`src/rtl/dma_addr_pkg.sv`:
```
package dma_addr_pkg;
    parameter int unsigned ADDR_W = 16;
    parameter int unsigned PAGE_W = 8;
    parameter int unsigned BE_W   = 2;
    localparam int unsigned PHYS_W = PAGE_W + ADDR_W;

    typedef struct packed {
        logic [ADDR_W-1:0] addr;
        logic [ADDR_W-1:0] count;
        logic [ADDR_W-1:0] base_addr;
        logic [ADDR_W-1:0] base_count;
        logic [PAGE_W-1:0] page;
        logic              word;
        logic              auto_init;
        logic              masked;
        logic              tc;
    } chan_state_t;
endpackage

```
`src/rtl/dma_phys_map.sv`:
```
module dma_phys_map
    import dma_addr_pkg::*;
(
    input  logic              word_mode,
    input  logic [PAGE_W-1:0] page,
    input  logic [ADDR_W-1:0] addr,
    output logic [PHYS_W-1:0] phys,
    output logic [BE_W-1:0]   be
);
    logic [PHYS_W-1:0] phys_byte;
    logic [PHYS_W-1:0] phys_word;

    // Byte window: the page supplies the bits above the address.
    // Word window: the address shifts up one place, and page bit 0 is dropped.
    assign phys_byte = {page, addr};
    assign phys_word = {page[PAGE_W-1:1], addr, 1'b0};

    always_comb begin
        if (word_mode) begin
            phys = phys_word;
            be   = '1;
        end else begin
            phys = phys_byte;
            be   = addr[0] ? BE_W'(2'b10) : BE_W'(2'b01);
        end
    end
endmodule

```
`src/rtl/dma_chan_ctr.sv`:
```
module dma_chan_ctr
    import dma_addr_pkg::*;
(
    input  logic              clk,
    input  logic              rst_n,
    input  logic              cfg_load,
    input  logic              cfg_word,
    input  logic              cfg_auto,
    input  logic [PAGE_W-1:0] cfg_page,
    input  logic [ADDR_W-1:0] cfg_addr,
    input  logic [ADDR_W-1:0] cfg_count,
    input  logic              xfer_done,
    output logic [ADDR_W-1:0] cur_addr,
    output logic [ADDR_W-1:0] cur_count,
    output logic [PAGE_W-1:0] cur_page,
    output logic              word_mode,
    output logic              auto_mode,
    output logic              masked,
    output logic              tc
);
    localparam logic [ADDR_W-1:0] ONE = ADDR_W'(1);

    chan_state_t st_d, st_q;
    logic        last_xfer;

    assign last_xfer = (st_q.count == '0);

    always_comb begin
        st_d    = st_q;
        st_d.tc = 1'b0;
        if (cfg_load) begin
            st_d.addr       = cfg_addr;
            st_d.base_addr  = cfg_addr;
            st_d.count      = cfg_count;
            st_d.base_count = cfg_count;
            st_d.page       = cfg_page;
            st_d.word       = cfg_word;
            st_d.auto_init  = cfg_auto;
            st_d.masked     = 1'b0;
        end else if (xfer_done && !st_q.masked) begin
            // The address wraps inside its 16 bits; the page is never touched.
            st_d.addr  = st_q.addr + ONE;
            st_d.count = st_q.count - ONE;
            if (last_xfer) begin
                st_d.tc = 1'b1;
                if (st_q.auto_init) begin
                    st_d.addr  = st_q.base_addr;
                    st_d.count = st_q.base_count;
                end else begin
                    st_d.masked = 1'b1;
                end
            end
        end
    end

    always_ff @(posedge clk) begin
        if (!rst_n) begin
            st_q        <= '0;
            st_q.masked <= 1'b1;
        end else begin
            st_q <= st_d;
        end
    end

    assign cur_addr  = st_q.addr;
    assign cur_count = st_q.count;
    assign cur_page  = st_q.page;
    assign word_mode = st_q.word;
    assign auto_mode = st_q.auto_init;
    assign masked    = st_q.masked;
    assign tc        = st_q.tc;
endmodule

```
`src/rtl/dma_addr_gen.sv`:
```
module dma_addr_gen
    import dma_addr_pkg::*;
(
    input  logic              clk,
    input  logic              rst_n,
    input  logic              cfg_load,
    input  logic              cfg_word,
    input  logic              cfg_auto,
    input  logic [PAGE_W-1:0] cfg_page,
    input  logic [ADDR_W-1:0] cfg_addr,
    input  logic [ADDR_W-1:0] cfg_count,
    input  logic              xfer_done,
    output logic [PHYS_W-1:0] phys_addr,
    output logic [BE_W-1:0]   byte_en,
    output logic [ADDR_W-1:0] cur_count,
    output logic              term_count,
    output logic              chan_masked
);
    logic [ADDR_W-1:0] cur_addr;
    logic [PAGE_W-1:0] cur_page;
    logic              word_mode;
    logic              auto_mode;

    dma_chan_ctr ctr_i (
        .clk       (clk),
        .rst_n     (rst_n),
        .cfg_load  (cfg_load),
        .cfg_word  (cfg_word),
        .cfg_auto  (cfg_auto),
        .cfg_page  (cfg_page),
        .cfg_addr  (cfg_addr),
        .cfg_count (cfg_count),
        .xfer_done (xfer_done),
        .cur_addr  (cur_addr),
        .cur_count (cur_count),
        .cur_page  (cur_page),
        .word_mode (word_mode),
        .auto_mode (auto_mode),
        .masked    (chan_masked),
        .tc        (term_count)
    );

    dma_phys_map map_i (
        .word_mode (word_mode),
        .page      (cur_page),
        .addr      (cur_addr),
        .phys      (phys_addr),
        .be        (byte_en)
    );
endmodule

```
`config.mk`:
```
export PLATFORM = sky130hd
export DESIGN_NAME = dma_addr_gen
export DESIGN_NICKNAME = d
export VERILOG_FILES = /design/src/rtl/dma_addr_pkg.sv /design/src/rtl/dma_phys_map.sv /design/src/rtl/dma_chan_ctr.sv /design/src/rtl/dma_addr_gen.sv
export SDC_FILE = /design/constraint.sdc
export NUM_CORES = 1
export LEC_CHECK = 0
export BUFFER_PORTS_ARGS = -buffer_cell sky130_fd_sc_hd__buf_4
export CORE_ASPECT_RATIO = 1.75
export CORE_MARGIN = 3
export CORE_UTILIZATION = 60
export DETAILED_ROUTE_END_ITERATION = 7
export HOLD_SLACK_MARGIN = 0.15
export PLACE_DENSITY_LB_ADDON = 0.2
export SYNTH_ARGS = -nofsm -noshare
export SYNTH_HDL_FRONTEND = slang
export SYNTH_HIERARCHICAL = 1
export SYNTH_SLANG_ARGS = --single-unit
```
`constraint.sdc`:
```
create_clock -name clk -period 3.7 [get_ports clk]
set_input_delay 0.74 -clock clk [delete_from_list [all_inputs] [get_ports clk]]
set_output_delay 0.74 -clock clk [all_outputs]
set_load 0.1 [all_outputs]
```
; ---- Yosys cells after proc, flatten, opt, wreduce, memory -nomap -nowiden
; Index checks and enable logic that the tools add are counted.
[classes]
reduce_logical = 7
add_sub_neg = 2
bitwise_logic = 2
eq_ne = 1
n_mux = 11
[ops]
columns = cell, n
row1 = $mux W32, 4
row2 = $mux W17, 1
row3 = $add A16 B1 Y16 const B, 1
row4 = $logic_not A16 Y1, 1
row5 = $sub A16 B1 Y16 const B, 1
row6 = $mux W2, 4
row7 = $reduce_bool A2 Y1, 2
row8 = $reduce_and A3 Y1, 1
row9 = $reduce_or A3 Y1, 1
row10 = $mux W1, 2
row11 = $ne A2 B2 Y1 const B, 1
row12 = $not A1 Y1, 2
row13 = $logic_and A1 B1 Y1, 1
row14 = $logic_not A1 Y1, 1
[totals]
input_bits = 46
register_bits = 76
word_cells = 32
output_inout_bits = 44

; ---- Logic depth before layout (Yosys ltp)
[logic_depth]
word_depth = 5
ltp_mapped = 8
ltp_nobuf = 7

; ---- Hierarchy
; Netlist, hierarchy kept.
[by_module_without_submodules]
columns = module, n_inst, area_each_um2, cells_per_inst, seq_area_each_um2
row1 = dma_chan_ctr, 1, 4275.4, 487, 1521.5
row2 = dma_phys_map, 1, 311.5, 28, 0.0

; ---- Worst setup path before layout
; Ideal clock, no wire load.
[synth_path]
path_kind = reg2reg
start = register, netlist name ctr_i/masked
end = register ctr_i.st_q, in the netlist ctr_i/cur_count[3]
t_required_ns = 3.584
path_buffers = 1
setup_ns = 0.116
period_less_slack_ns = 2.167
stages_incl_launch_ff = 6
path_slack_ns = 1.533
arrival_ns = 2.050
path_cell_list = dfxtp_1 nor2b_1 nor2_1 clkbuf_1 a21oi_1 o211a_1
[synth_via]
elab_chain_cells = 3
[synth_rtl]
columns = item, line
row1 = $logic_not A1 Y1, dma_chan_ctr.sv:40  ; end else if (xfer_done && !st_q.masked) begin
row2 = $logic_and A1 B1 Y1, dma_chan_ctr.sv:40
row3 = $reduce_bool A2 Y1 (no line), n/a
row4 = "end signal, assigned", dma_chan_ctr.sv:61  ; st_q <= st_d;
row5 = "end, declared", dma_chan_ctr.sv:23  ; chan_state_t st_d, st_q;
; Every way passes these cells.
; A chain may end at the register's enable or synchronous reset.

; ---- Final worst setup path
[layout_path]
start = register ctr_i.st_q, in the netlist ctr_i/word_mode
end = output port phys_addr[4]
[layout_via]
elab_chain_cells = 1
[layout_rtl]
columns = item, line
row1 = $mux W17, dma_phys_map.sv:19  ; if (word_mode) begin
row2 = "end, declared", dma_addr_gen.sv:13  ; output logic [PHYS_W-1:0] phys_addr,
; Every way passes these cells.

==> run_results.csv <==
group,metric,value,unit
layout,design_area,0.00519,mm2
layout,final_common_cell,"buf_4",
timing,finalSetupTns,0,ns
detailed_routing,drt_iter0_drc,306,
timing,timing.fmax,0.383,GHz
clock_tree,cts-hold-fix-buffers,0,
synth,ys_warn_count,6,
layout,area_delta_synth_final,13.1,%
layout,ff_latch_area,0.00152,mm2
detailed_routing,vias,3845,
floorplanning,die_w,72.1,um
synth,seq_area_frac_synth,0.332,
detailed_routing,avgRoutedWirePerCell,17.1,um
layout,final_cell_mix,"buf_4, dfxtp_1, nand2_1",
worst_setup_path,worst_path_largest_cell_delay,0.87,ns
grt,antenna_found_initial,0,
timing,maxSlewHeadroom,0.387,
power,vdd_drop_max,0.363,mV
grt,met1_usage,0.288,
floorplanning,initial_core_util,0.625,
synth,synth_async_sr_flop_share,0,
synth,synth_cell_types,60,
synth,synthCells,515,
layout,nFillCells,620,
grt,grt.overflow.total,0,
power,power_leakage,0.00221,uW
timing,skew,0.00645,ns
clock_tree,clock_tree.buffer_depth,2,
power,powerDensity,476,mW/mm2
worst_setup_path,path_cells,"mux2_2 > buf_4",
grt,globalRouteTotalUtil,0.250,
place,place_ws,1.29,ns
timing,maxSlewViolCount,0,
worst_setup_path,required,2.96,ns
worst_setup_path,path_delay_family,"flip-flops",
timing,finalHoldViolations,0,
clock_tree,clock_latency,0.34,ns
layout,fin_util,0.707,
clock_tree,htree_levels,3,
layout,drive_gt1_frac,0.263,
worst_setup_path,slowest_stage,"dfxtp_1",
outcome,outcome,"complete, no violations",
place,gp_congestion,0.823,
detailed_routing,route.detailed.drc,0,
synth,syn_area_per_cell,8.91,um2
run,cap_violations,0,
synth,synth_edf_count,0,
clock_tree,cts_tree,"done",
clock_tree,post-cts-setup-buffers,0,
grt,grt_pass1_wl,17400,um
clock_tree,clk_pin_slew,0.06,ns
floorplanning,io_pins,90,
timing,min_period,2.61,ns
grt,gr-max-usage-layer,"met2",
floorplanning,coreArea,0.00734,mm2
floorplanning,die_h,122,um
grt,grt_util_met2,0.425,
place,portBuffers,89,
timing,finalSetupViolCount,0,
clock_tree,cts_sinks,76,
clock_tree,ctsResizeCount,0,
worst_setup_path,path_class,"reg2out",
clock_tree,root_buffer,"clkbuf_16",
detailed_routing,dr.pass1.iters,5,
timing,fin_crit_sh,0.706,
worst_setup_path,cp-end-kind,"primary output",
synth,synth_fp_nets,564,
layout,multi_input_area,0.00252,mm2
synth,syn_area,0.00459,mm2
floorplanning,rows,41,
grt,grt_pass1_vias,3652,
worst_setup_path,cp-start-kind,"flop",
grt,grt_max_degree,76,
place,dpl-instance-area,0.00488,mm2
timing,rsz0062_at_grt,"no",
place,dpl.hpwl,7300,um
synth,ys_seq_elements,76,
hold_path,hp-class,"reg2reg",
detailed_routing,wirelength,10800,um
worst_setup_path,cp.arrival,1.87,ns
timing,fin_ws,1.09,ns
timing,tightestPinTransition,0.911,ns
grt,use_met3,0.0520,
layout,nets,591,
detailed_routing,ant_nets,0,
worst_setup_path,critPathBufInv,1,
synth,synthFlopType,"dfxtp_1",
detailed_routing,viasPerCell,6.07,
layout,diodes,0,
worst_setup_path,cp_max_fo,20,
floorplanning,dieArea,0.00877,mm2
clock_tree,numCtsBuffers,9,
==> registers in the layout, indices dropped and copies added (netlist names) <==
| register | count |
|---|---|
| ctr_i/st_q | 32 |
| ctr_i/cur_addr | 16 |
| ctr_i/cur_count | 16 |
| ctr_i/cur_page | 8 |
| ctr_i/auto_mode | 1 |
| ctr_i/masked | 1 |
| ctr_i/tc | 1 |
| ctr_i/word_mode | 1 |
==> tightest hold or removal path: stages (launching register included) <==
cell and delay [ns]:
dfxtp_1 0.31, nand2_1 0.06, a21boi_0 0.07
==> metal layers <==
metal | up-vias | wire length (um)
li1 | 1845 | -
met1 | 1840 | 4260
met2 | 134 | 5590
met3 | 26 | 607
met4 | 0 | 356
met5 | - | 0
==> cell usage after synthesis, types with 3 or more instances <==
library cell	n	share of area
o211ai_1	8	0.013
a21boi_0	4	0.0065
xnor2_1	14	0.027
mux2_4	7	0.023
nor2b_1	40	0.055
inv_1	4	0.0033
a22o_1	18	0.034
nand2_1	48	0.039
ha_1	3	0.0082
o221ai_1	8	0.015
nand4_1	7	0.0095
nor4_1	4	0.0055
xor2_1	5	0.0095
dfxtp_1	76	0.33
nand3_1	8	0.0087
a31oi_1	4	0.0055
o21ai_0	32	0.035
mux2_2	9	0.022
o21a_1	3	0.0049
and4_1	4	0.0076
clkbuf_1	18	0.015
buf_2	8	0.0087
nor2_1	19	0.016
buf_6	4	0.0098
a21oi_1	22	0.024
buf_4	47	0.077
a31o_2	3	0.0057
mux2i_1	40	0.087
a211oi_1	3	0.0049
nor3_1	5	0.0055
==> cell families (layout without fill, tap and decap cells) <==
| kind of cell | after synthesis | in the layout | share of synthesized area |
|---|---|---|---|
| xor+xnor | 19 | 19 | 0.0363 |
| mux | 56 | 56 | 0.132 |
| flops | 76 | 76 | 0.332 |
| buf+inv | 84 | 116 | 0.119 |
| compound gates | 116 | 116 | 0.167 |
| simple gates | 161 | 161 | 0.205 |
| fa+ha+maj | 3 | 3 | 0.00818 |
==> power by group <==
group	leakage (uW)	internal [uW]	switching, uW	total (uW)
logic	0.00143	210	425	635
clock network	0.000149	557	337	894
registers	0.000628	871	70.7	942
==> metrics by stage <==
| stage | instances | power, uW | hold slack, ns |
|---|---|---|---|
| final | 633 | 2470 | 0.480 |
| after global routing | 633 | 2560 | 0.506 |
| after CTS | 633 | 2480 | 0.486 |
| after detailed placement | 617 | 1590 | 0.478 |
| after global placement | 617 | 1580 | 0.468 |
| after floorplan | 515 | 1490 | 0.452 |
==> final cells by class <==
| type | count | area share |
|---|---|---|
| well taps | 86 | 0.0207 |
| multi-input cells | 355 | 0.485 |
| clock inverters | 4 | 0.00917 |
| repair buffers | 96 | 0.139 |
| clock buffers | 12 | 0.0495 |
| inverters | 4 | 0.00290 |
| flip-flops and latches | 76 | 0.293 |
==> path summary, 6_finish.rpt <==
| check | depth (start not counted) | slack, ns | to | from |
|---|---|---|---|---|
| worst min register to register | 2 | 0.48 | ctr_i/st_q[12] | ctr_i/st_q[12] |
| worst min-delay path | 2 | 0.48 | ctr_i/st_q[12] | ctr_i/st_q[12] |
| worst max register to register | 7 | 1.28 | ctr_i/cur_addr[1] | ctr_i/cur_count[0] |
| worst max-delay path | 2 | 1.09 | phys_addr[4] | ctr_i/word_mode |
(Power assumes the default switching activity.)
